**src/rtl/pcseq_pkg.sv**
```systemverilog
package pcseq_pkg;

  // Strobes from the sequencing control to the address datapath
  typedef struct packed {
    logic loadJump;  // load full target
    logic loadSeq;   // load full sequential sum
    logic loadLow;   // load low byte of sum, park high byte
    logic loadHigh;  // load parked high byte
  } pcStrobe_t;

  typedef enum logic {
    ST_RUN   = 1'b0,
    ST_CARRY = 1'b1
  } seqState_t;

endpackage

```
**src/rtl/pcseq_datapath.sv**
```systemverilog
module pcseq_datapath
  import pcseq_pkg::*;
#(
  parameter int PC_W   = 16,
  parameter int PAGE_W = 8,
  parameter int LEN_W  = 2
) (
  input  logic             clk,
  input  logic             rstN,
  input  pcStrobe_t        strobe,
  input  logic [LEN_W-1:0] instLen,
  input  logic [PC_W-1:0]  jumpTarget,
  output logic [PC_W-1:0]  pcOut,
  output logic             crossPage
);

  localparam int HIGH_W = PC_W - PAGE_W;

  logic [PC_W-1:0]   pcReg;
  logic [HIGH_W-1:0] pendHigh;
  logic [PC_W-1:0]   seqSum;

  assign seqSum    = pcReg + {{(PC_W-LEN_W){1'b0}}, instLen};
  assign crossPage = (seqSum[PC_W-1:PAGE_W] != pcReg[PC_W-1:PAGE_W]);
  assign pcOut     = pcReg;

  always_ff @(posedge clk or negedge rstN) begin
    if (!rstN) begin
      pcReg    <= '0;
      pendHigh <= '0;
    end else begin
      if (strobe.loadJump) begin
        pcReg <= jumpTarget;
      end else if (strobe.loadSeq) begin
        pcReg <= seqSum;
      end else if (strobe.loadLow) begin
        pcReg[PAGE_W-1:0] <= seqSum[PAGE_W-1:0];
        pendHigh          <= seqSum[PC_W-1:PAGE_W];
      end else if (strobe.loadHigh) begin
        pcReg[PC_W-1:PAGE_W] <= pendHigh;
      end
    end
  end

  AST_JUMP_LOAD: assert property (@(posedge clk) disable iff (!rstN)
    strobe.loadJump |=> pcReg == $past(jumpTarget));

  AST_SEQ_ADVANCE: assert property (@(posedge clk) disable iff (!rstN)
    strobe.loadSeq |=> pcReg == $past(pcReg) + PC_W'($past(instLen)));

  AST_HIGH_HELD_FIRST: assert property (@(posedge clk) disable iff (!rstN)
    strobe.loadLow |=> pcReg[PC_W-1:PAGE_W] == $past(pcReg[PC_W-1:PAGE_W]));

  AST_LOW_HELD_STALL: assert property (@(posedge clk) disable iff (!rstN)
    strobe.loadHigh |=> pcReg[PAGE_W-1:0] == $past(pcReg[PAGE_W-1:0]));

  AST_ONE_STROBE: assert property (@(posedge clk) disable iff (!rstN)
    $onehot0(strobe));

endmodule

```
**src/rtl/pcseq_ctrl.sv**
```systemverilog
module pcseq_ctrl
  import pcseq_pkg::*;
#(
  parameter int LEN_W = 2
) (
  input  logic             clk,
  input  logic             rstN,
  input  logic             ready,
  input  logic             jumpTaken,
  input  logic [LEN_W-1:0] instLen,
  input  logic             crossPage,
  output pcStrobe_t        strobe,
  output logic             stall,
  output logic             instDone
);

  seqState_t state, stateNext;

  always_comb begin
    strobe    = '0;
    stateNext = state;
    instDone  = 1'b0;
    unique case (state)
      ST_CARRY: begin
        strobe.loadHigh = 1'b1;
        instDone        = 1'b1;
        stateNext       = ST_RUN;
      end
      default: begin
        if (ready) begin
          if (jumpTaken) begin
            strobe.loadJump = 1'b1;
            instDone        = 1'b1;
          end else if (crossPage) begin
            strobe.loadLow = 1'b1;
            stateNext      = ST_CARRY;
          end else begin
            strobe.loadSeq = 1'b1;
            instDone       = 1'b1;
          end
        end
      end
    endcase
  end

  assign stall = (state == ST_CARRY);

  always_ff @(posedge clk or negedge rstN) begin
    if (!rstN) state <= ST_RUN;
    else       state <= stateNext;
  end

  AST_STALL_SINGLE: assert property (@(posedge clk) disable iff (!rstN)
    stall |=> !stall);

  AST_NO_DONE_ON_CROSS: assert property (@(posedge clk) disable iff (!rstN)
    (!stall && ready && !jumpTaken && crossPage) |-> (!instDone ##1 stall));

  AST_HOLD_NOT_READY: assert property (@(posedge clk) disable iff (!rstN)
    (!stall && !ready) |-> !instDone);

  AST_JUMP_NO_STALL: assert property (@(posedge clk) disable iff (!rstN)
    (!stall && ready && jumpTaken) |=> !stall);

  AST_LEN_LEGAL: assert property (@(posedge clk) disable iff (!rstN)
    (!stall && ready && !jumpTaken) |-> instLen != '0);

endmodule

```
**src/rtl/pcseq_top.sv**
```systemverilog
module pcseq_top
  import pcseq_pkg::*;
#(
  parameter int PC_W   = 16,
  parameter int PAGE_W = 8,
  parameter int LEN_W  = 2
) (
  input  logic             clk,
  input  logic             rstN,
  input  logic [LEN_W-1:0] instLen,
  input  logic             jumpTaken,
  input  logic [PC_W-1:0]  jumpTarget,
  input  logic             ready,
  output logic [PC_W-1:0]  fetchAddr,
  output logic             stall,
  output logic             instDone
);

  pcStrobe_t strobe;
  logic      crossPage;

  pcseq_ctrl #(.LEN_W(LEN_W)) ctrl (
    .clk       (clk),
    .rstN      (rstN),
    .ready     (ready),
    .jumpTaken (jumpTaken),
    .instLen   (instLen),
    .crossPage (crossPage),
    .strobe    (strobe),
    .stall     (stall),
    .instDone  (instDone)
  );

  pcseq_datapath #(.PC_W(PC_W), .PAGE_W(PAGE_W), .LEN_W(LEN_W)) dpath (
    .clk        (clk),
    .rstN       (rstN),
    .strobe     (strobe),
    .instLen    (instLen),
    .jumpTarget (jumpTarget),
    .pcOut      (fetchAddr),
    .crossPage  (crossPage)
  );

endmodule

```
**config.mk**
```make
export PLATFORM = sky130hd
export DESIGN_NAME = pcseq_top
export DESIGN_NICKNAME = d
export VERILOG_FILES = /design/src/rtl/pcseq_pkg.sv /design/src/rtl/pcseq_datapath.sv /design/src/rtl/pcseq_ctrl.sv /design/src/rtl/pcseq_top.sv
export SDC_FILE = /design/constraint.sdc
export NUM_CORES = 1
export LEC_CHECK = 0
export BUFFER_PORTS_ARGS = -buffer_cell sky130_fd_sc_hd__buf_2
export CORE_ASPECT_RATIO = 1.4
export CORE_MARGIN = 3
export CORE_UTILIZATION = 40
export CTS_CLUSTER_DIAMETER = 80
export DETAILED_ROUTE_END_ITERATION = 10
export PLACE_DENSITY = 0.66
export SYNTH_ARGS = -nofsm -noshare
export SYNTH_HDL_FRONTEND = slang
export SYNTH_SLANG_ARGS = --single-unit
```
**constraint.sdc**
```tcl
create_clock -name clk -period 2.9 [get_ports clk]
set_input_delay 0 -clock clk [delete_from_list [all_inputs] [get_ports clk]]
set_output_delay 0 -clock clk [all_outputs]
set_load 0.01 [all_outputs]
```
Yosys cells after proc, flatten, opt, wreduce, memory -nomap -nowiden
Cells that the tools add are included.
{ "totals": {"ff_bits": 25, "inputBits": 22, "output_inout_bits": 18} }
{ "classes": {"n_reduce_logical": 4, "n_addsub": 1, "n_mux": 18, "eq_ne": 2, "bitwise": 2} }
{ "ops": {"columns": ["op", "count"], "rows": [
  ["$mux W16", 2],
  ["$mux W8", 3],
  ["$add A16 B2 Y16", 1],
  ["$mux W1", 10],
  ["$ne A8 B8 Y1", 1],
  ["$mux W3", 2],
  ["$reduce_bool A3 Y1", 2],
  ["$ne A3 B1 Y1 const B", 1],
  ["$reduce_and A3 Y1", 1],
  ["$mux W2", 1],
  ["$not A1 Y1", 2],
  ["$reduce_and A2 Y1", 1]
]} }

Longest topological paths before layout
Gate-level depths: netlist (run 1).
{ "depth": {"word_depth": 9, "depth_mapped": 9} }

By module
From an unflattened synthesis (run 1), not the netlist that was laid out.
{ "unflattened": {"hier_cells": 165, "hier_area_um2": 1488.9} }
{ "by_module_without_submodules": {"columns": ["mod", "area_each_um2", "cells_per_inst", "instances", "seq_area_each_um2"], "rows": [
  ["pcseq_datapath", 1405.1, 157, 1, 600.6],
  ["pcseq_ctrl", 83.8, 8, 1, 25.0]
]} }

Worst setup path after synthesis (run 1)
OpenSTA, ideal clock, no wires.
{ "synth_path": {"path_kind": "reg-to-reg", "from": "reg dpath.pcReg[0], in the netlist dpath.pcOut[0]", "to": "reg dpath.pcReg[14], in the netlist dpath.pcOut[14]", "period_less_slack_ns": 2.299, "setup_ns": 0.126, "t_required_ns": 2.774, "setup_slack_ns": 0.601, "t_arrival_ns": 2.173, "path_stages_with_launch": 9, "cell_sequence": "dfrtp_1 ha_1 inv_1 fa_1 nand3b_1 nor4_1 xnor2_1 nor2_1 o32a_1"} }
{ "synth_between": {"elab_chain_len": 8, "elab_cells_between_ends": 12, "classes_between": "add/sub: 1; eq/ne: 2; mux: 7; reduce/logical: 2"} }
{ "synth_lines": {"columns": ["element", "line_no", "source"], "rows": [
  ["start: declaration", "pcseq_datapath.sv:19", "logic [PC_W-1:0] pcReg;"],
  ["start signal: assignment", "pcseq_datapath.sv:33", "pcReg <= jumpTarget;"],
  ["start signal: assignment", "pcseq_datapath.sv:35", "pcReg <= seqSum;"],
  ["start signal: indexed assignment", "pcseq_datapath.sv:37", "pcReg[PAGE_W-1:0] <= seqSum[PAGE_W-1:0];"],
  ["$add A16 B2 Y16 (*)", "pcseq_datapath.sv:23", "assign seqSum = pcReg + {{(PC_W-LEN_W){1'b0}}, instLen};"],
  ["$ne A8 B8 Y1", "pcseq_datapath.sv:24", "assign crossPage = (seqSum[PC_W-1:PAGE_W] != pcReg[PC_W-1:PAGE_W]);"],
  ["$mux W1", "pcseq_ctrl.sv:34", "end else if (crossPage) begin"],
  ["$mux W2", "pcseq_ctrl.sv:31", "if (jumpTaken) begin"],
  ["$mux W3", "pcseq_ctrl.sv:30", "if (ready) begin"],
  ["$mux W3", "pcseq_ctrl.sv:23", "unique case (state)"],
  ["$ne A3 B1 Y1 (no source line), or another cell as far along", null, null],
  ["$reduce_and A2 Y1 (no source line) or $mux W16 (tied branches)", null, null]
]} }
Mark *: on every way between the ends. The rest lies on a longest branch, timed or not.
A chain may end at the register's enable or synchronous reset.

Worst setup path in the final report (run 1)
{ "layout_path": {"from": "reg dpath.pcReg[0], in the netlist dpath.pcOut[0]", "to": "out instDone"} }
{ "layout_between": {"elab_chain_len": 6} }
{ "layout_lines": {"columns": ["element", "line_no", "source"], "rows": [
  ["$add A16 B2 Y16", "pcseq_datapath.sv:23", null],
  ["$ne A8 B8 Y1", "pcseq_datapath.sv:24", null],
  ["$mux W1", "pcseq_ctrl.sv:34", null],
  ["$mux W1", "pcseq_ctrl.sv:31", null],
  ["$mux W1", "pcseq_ctrl.sv:30", null],
  ["$mux W1", "pcseq_ctrl.sv:23", null],
  ["end: declaration", "pcseq_top.sv:16", "output logic instDone"]
]} }
No other way between the ends.

==> impl_metrics.env, run 1 <==
export IMPL_synth_ff_type="dfrtp_1"
export IMPL_syn_area_um2=1510
export IMPL_grt_pass1_wl_mm=6.89
export IMPL_r2r_start="dpath.pcOut[0]"
export IMPL_post_cts_buffers=0
export IMPL_cp_start_kind="register"
export IMPL_first_pass_iters=4
export IMPL_initial_core_util_pct=43.2
export IMPL_groute_usage_overall_pct=18.8
export IMPL_drv_slew=0
export IMPL_clk_latency_ns=0.27
export IMPL_setup_tns_ns=0
export IMPL_min_from="jumpTarget[5]"
export IMPL_ys_top_cells_by_area="dfrtp_1 (41%), o21ai_0 (8.6%), nand2_1 (6.4%)"
export IMPL_fin_area_um2=1800
export IMPL_postRouteAntennaNets=0
export IMPL_critPathKind="reg2out"
export IMPL_routed_wirelength_mm=3.89
export IMPL_routedWlPerCell_um=14.9
export IMPL_p_clk_share_pct=23.8
export IMPL_io_pins=40
export IMPL_cts_reportedPaths_clkPinSlew_ns=0.09
export IMPL_drt_iter0_markers=60
export IMPL_power_density_nw_per_um2=480
export IMPL_swShare_pct=33.3
export IMPL_numClockSinks=25
export IMPL_internal_power_w=0.000576
export IMPL_drive_gt1_share_pct=21.3
export IMPL_reg2reg_slack_ns=0.48
export IMPL_r2r_end="dpath.pcOut[14]"
export IMPL_tightest_slew_ns=0.594
export IMPL_fin_hold_ws_ns=0.00907
export IMPL_peakVddDrop_mv=0.253
export IMPL_cts_root_buf="clkbuf_8"
export IMPL_power_frac_seq_pct=50.3
export IMPL_hold_path_endpoint="dpath.pcOut[5]"
export IMPL_syn_inst=182
export IMPL_synth_edf_count=0
export IMPL_place_congestion=0.752
export IMPL_regArea_um2=626
export IMPL_grt_ovfl_total=0
export IMPL_leakage_nw=0.812
export IMPL_hold_violations=0
export IMPL_dieArea_um2=4570
export IMPL_antenna_found_initial=0
export IMPL_syn_avg_cell_area_um2=8.32
export IMPL_setup_viol=0
export IMPL_place_inst=256
export IMPL_worstPathMaxFanout=8
export IMPL_hold_path_depth=3
export IMPL_multi_input_area_um2=820
export IMPL_synth_distinct_cells=38
export IMPL_diodes=0
export IMPL_asyncSetResetFlopFracSynth_pct=100
export IMPL_grt_max_degree=27
export IMPL_num_vias=1441
export IMPL_ys_ff_latch=25
export IMPL_dp_hpwl_mm=2.94
export IMPL_synth_warnings=0
export IMPL_hold_path_class="in2reg"
export IMPL_die_x_um=58.0
export IMPL_max_freq_ghz=0.404
export IMPL_grt_pass1_vias=1492
export IMPL_numCtsBuffers=3
export IMPL_area_growth_pct=18.8
export IMPL_coreArea_um2=3500
export IMPL_syn_nets=207
export IMPL_final_nets=247
export IMPL_dieHeight_um=78.8
export IMPL_cts_tree="yes"
export IMPL_r2r_cells=8
export IMPL_period_minus_slack_ns=2.48
export IMPL_synth_top_area_share_pct=41.3
export IMPL_rows=25
export IMPL_slew_headroom_pct=60.4
export IMPL_drv_cap=0
export IMPL_final_cells=261
export IMPL_port_buffers=39
export IMPL_vias_per_cell=5.52
export IMPL_p_sw_w=0.000287
export IMPL_synth_top_cell_by_area="dfrtp_1"
export IMPL_drc_errors=0
export IMPL_ys_seq_area_share_pct=41.3
export IMPL_fill_cells=361
export IMPL_cts_buffer_depth=2
export IMPL_status="finished clean"
export IMPL_critPathRequiredTime_ns=2.90
export IMPL_p_total_w=0.000863
export IMPL_skew_ns=0.00635
export IMPL_end_kind="output port"
export IMPL_period_share_pct=85.4
export IMPL_crit_arrival_ns=2.48
export IMPL_dpl_instance_area_um2=1740
export IMPL_p_comb_share_pct=25.9
export IMPL_htree_levels=1
export IMPL_grt_setup_unrepaired="no"
==> Yosys cell counts, types with 2 or more instances <==
| master | number |
|---|---|
| xnor2_1 | 7 |
| mux2i_1 | 2 |
| dfrtp_1 | 25 |
| nand3_1 | 5 |
| ha_1 | 2 |
| o22a_1 | 3 |
| o21ai_0 | 26 |
| nor2_1 | 12 |
| nor3_1 | 5 |
| nor4_1 | 4 |
| o21a_1 | 2 |
| o211ai_1 | 2 |
| buf_1 | 2 |
| or3_1 | 2 |
| clkbuf_1 | 3 |
| nand2_1 | 26 |
| a211oi_1 | 2 |
| inv_1 | 12 |
| nand4_1 | 3 |
| a21oi_1 | 19 |
==> metal layers <==
metal	vias to the layer above	track usage [%]	routed length, µm
li1	724	-	-
met1	684	23.0	1700
met2	31	34.3	1990
met3	2	2.11	163
met4	0	4.87	29
met5	-	0	0
==> per-stage QoR <==
step | util, % | worst slack, ns
6_report | 51.4 | 0.424
2_1_floorplan | - | 0.601
3_3_place_gp | 49.8 | 0.551
4_1_cts | 51.4 | 0.432
5_1_grt | 51.4 | 0.274
3_5_place_dp | 49.8 | 0.487
==> power groups by stage <==
stage               Clock [W]  Sequential (W)  Combinational (W)
global placement            0        0.000442           0.000223
finish               0.000205        0.000434           0.000224
global route         0.000228        0.000441           0.000254
detailed placement          0        0.000441           0.000225
CTS                  0.000215        0.000434           0.000227
floorplan                   0        0.000448           0.000127
==> cell families (layout without fill, tap and decap cells) <==
logic type	count (synthesis)	count (layout)	share of synthesized area [%]
mux	2	2	1.32
simple gates	61	61	18.6
compound gates	65	65	26.6
fa+ha+maj	3	3	2.97
xor+xnor	8	8	4.63
flops	25	25	41.3
buf+inv	18	57	4.55
==> layout make-up <==
type,instances,area share (%)
Clock buffer,3,2.29
Clock inverter,1,0.278
Inverter,12,2.50
Multi-Input combinational cell,139,45.5
Sequential cell,25,34.8
Tap cell,40,2.78
Timing Repair Buffer,41,11.8
==> worst max path at each step <==
stage | start | to | slack (ns) | depth (start not counted)
6_report | dpath.pcOut[0] | instDone | 0.42 | 7
3_3_place_gp | dpath.pcOut[0] | dpath.pcOut[14] | 0.55 | 8
5_1_grt | dpath.pcOut[0] | instDone | 0.27 | 7
2_1_floorplan | dpath.pcOut[0] | dpath.pcOut[14] | 0.60 | 8
3_5_place_dp | dpath.pcOut[0] | dpath.pcOut[14] | 0.49 | 8
4_1_cts | dpath.pcOut[0] | instDone | 0.43 | 7
==> flip-flops by register name, indices dropped and copies added, names as in the netlist <==
register	flops
dpath.pcOut	16
dpath.pendHigh	8
ctrl.stall	1
==> critical path, stage by stage, from the launching register on <==
cell	delay [ns]
dfrtp_1	0.37
ha_1	0.19
inv_1	0.06
fa_1	0.41
a21boi_1	0.19
a2111oi_4	0.57
o21ai_2	0.22
buf_2	0.19
==> what timing repair did <==
action | in CTS | in global routing
endpoints found under the hold margin | 25 | 0
hold buffers | 1 | 0
resized for setup | 0 | 0
endpoints found under the setup margin | 0 | 0
==> cell usage in the layout (no fill, tap or decap), types with 3 or more instances in the layout <==
master	n
a21oi_1	19
buf_2	39
clkbuf_8	3
dfrtp_1	25
inv_1	12
nand2_1	26
nand3_1	5
nand4_1	3
nor2_1	12
nor3_1	5
nor4_1	4
o21ai_0	26
o22a_1	3
xnor2_1	7
(Power assumes the default switching activity.)
==> inputs of run 2 (changes only) <==
--- a/config.mk
+++ b/config.mk
@@ -8,10 +8,10 @@
 export BUFFER_PORTS_ARGS = -buffer_cell sky130_fd_sc_hd__buf_2
 export CORE_ASPECT_RATIO = 1.4
 export CORE_MARGIN = 3
-export CORE_UTILIZATION = 40
+export CORE_UTILIZATION = 50
 export CTS_CLUSTER_DIAMETER = 80
 export DETAILED_ROUTE_END_ITERATION = 10
-export PLACE_DENSITY = 0.66
+export PLACE_DENSITY = 0.79
 export SYNTH_ARGS = -nofsm -noshare
 export SYNTH_HDL_FRONTEND = slang
 export SYNTH_SLANG_ARGS = --single-unit
==> run 2 against run 1 <==
Compared with the run above: combinational power about the same; power down 0.18%; register-to-register slack worse by 0.02 ns; non-clock buffer count unchanged; clock skew down 0.0022 ns; largest cell class unchanged.
==> impl_metrics.env, run 2 (synthesis gave the netlist of run 1 again) <==
export IMPL_first_pass_iters=4
export IMPL_crit_arrival_ns=2.46
export IMPL_cts_buffer_depth=2
export IMPL_critPathKind="reg2out"
export IMPL_hold_violations=0
export IMPL_cp_start_kind="register"
export IMPL_grt_max_degree=27
export IMPL_grt_ovfl_total=0
export IMPL_cts_reportedPaths_clkPinSlew_ns=0.09
export IMPL_area_growth_pct=18.6
export IMPL_period_minus_slack_ns=2.46
export IMPL_worstPathMaxFanout=8
export IMPL_clk_latency_ns=0.27
export IMPL_largest_reg_flops=16
export IMPL_skew_ns=0.00413
export IMPL_power_frac_seq_pct=50.5
export IMPL_final_cells=258
export IMPL_drive_gt1_share_pct=21.3
export IMPL_p_total_w=0.000862
export IMPL_setup_viol=0
export IMPL_drv_cap=0
export IMPL_leakage_nw=0.812
export IMPL_coreArea_um2=2880
export IMPL_max_freq_ghz=0.407
export IMPL_vias_per_cell=5.69
export IMPL_peakVddDrop_mv=0.304
export IMPL_initial_core_util_pct=52.6
export IMPL_period_share_pct=84.8
export IMPL_cts_tree="yes"
export IMPL_numCtsBuffers=3
export IMPL_antenna_found_initial=0
export IMPL_io_pins=40
export IMPL_p_comb_share_pct=25.9
export IMPL_drv_slew=0
export IMPL_diodes=0
export IMPL_drc_errors=0
export IMPL_swShare_pct=33.1
export IMPL_end_kind="output port"
export IMPL_hold_path_class="in2reg"
export IMPL_groute_usage_overall_pct=22.1
export IMPL_num_vias=1469
export IMPL_grt_pass1_vias=1453
export IMPL_cts_root_buf="clkbuf_8"
export IMPL_routedWlPerCell_um=14.2
export IMPL_setup_tns_ns=0
export IMPL_postRouteAntennaNets=0
export IMPL_post_route_util_pct=62.4
export IMPL_grt_setup_unrepaired="no"
export IMPL_p_sw_w=0.000285
export IMPL_grt_pass1_wl_mm=6.39
export IMPL_numClockSinks=25
export IMPL_slew_headroom_pct=63.5
export IMPL_dieHeight_um=71.1
export IMPL_htree_levels=1
export IMPL_place_inst=253
export IMPL_rows=23
export IMPL_power_density_nw_per_um2=480
export IMPL_routed_wirelength_mm=3.66
export IMPL_layout_cells_most_common_list="buf_2 (39), nand2_1 (26), o21ai_0 (26)"
export IMPL_drt_iter0_markers=62
export IMPL_place_congestion=0.844
export IMPL_die_x_um=52.5
export IMPL_fill_cells=259
export IMPL_port_buffers=39
export IMPL_critPathRequiredTime_ns=2.90
export IMPL_p_clk_share_pct=23.6
export IMPL_dieArea_um2=3730
export IMPL_internal_power_w=0.000576
export IMPL_dp_hpwl_mm=2.75
export IMPL_tightest_slew_ns=0.547
export IMPL_status="finished clean"
export IMPL_final_nets=247
export IMPL_final_common_cell="buf_2"
[run 2: critical path, stage by stage, from the launching register on]
cell	delay (ns)
dfrtp_1	0.37
ha_1	0.19
inv_1	0.06
fa_1	0.41
a21boi_1	0.19
a2111oi_4	0.56
o21ai_2	0.21
buf_2	0.19
[run 2: path summary, 6_finish.rpt]
path	start	to	slack, ns	cells past startpoint
worst max-delay path	dpath.pcOut[0]	instDone	0.44	7
worst min-delay path	jumpTarget[5]	dpath.pcOut[5]	0.01	3
worst max register to register	dpath.pcOut[0]	dpath.pcOut[14]	0.46	8
worst min register to register	dpath.pendHigh[5]	dpath.pendHigh[5]	0.49	2
max in group asynchronous	rstN	dpath.pendHigh[2]	2.30	2
min in group asynchronous	rstN	dpath.pendHigh[7]	0.24	2
[run 2: power by group through the flow]
stage	logic, W	registers [W]	clock network, W
after floorplan	0.000127	0.000448	0
after global placement	0.000219	0.000441	0
after detailed placement	0.000223	0.000442	0
after CTS	0.000226	0.000435	0.000211
after global routing	0.000254	0.000442	0.000221
final	0.000223	0.000435	0.000203
[run 2: timing repair]
item,in CTS,in global routing
endpoints found under the setup margin,0,0
buffers inserted,0,0
gates resized for setup,0,0
hold buffers,1,0
hold endpoints to repair,25,0
[run 2: final cells by class]
class	count	area (µm²)	share of cell area [%]
Multi-Input combinational cell	139	820	45.6
Sequential cell	25	626	34.8
Clock buffer	3	41.3	2.30
Timing Repair Buffer	41	213	11.8
Clock inverter	1	5.00	0.279
Tap cell	37	46.3	2.58
Inverter	12	45.0	2.51
[run 2: metrics by stage]
stage / hold WS, ns / worst slack [ns] / area (µm²)
floorplan: -0.296 / 0.601 / 1510
global placement: 0.0220 / 0.552 / 1740
detailed placement: 0.0223 / 0.485 / 1740
CTS: 0.0122 / 0.452 / 1800
global route: 0.0496 / 0.205 / 1800
finish: 0.0127 / 0.442 / 1800
[run 2: layer usage]
layer	up-vias	part of all wire (%)	global-route usage (%)
met5	-	0	0
li1	727	-	-
met3	5	5.3	2.32
met2	46	50	37.7
met1	691	43	28.6
met4	0	1.3	7.10
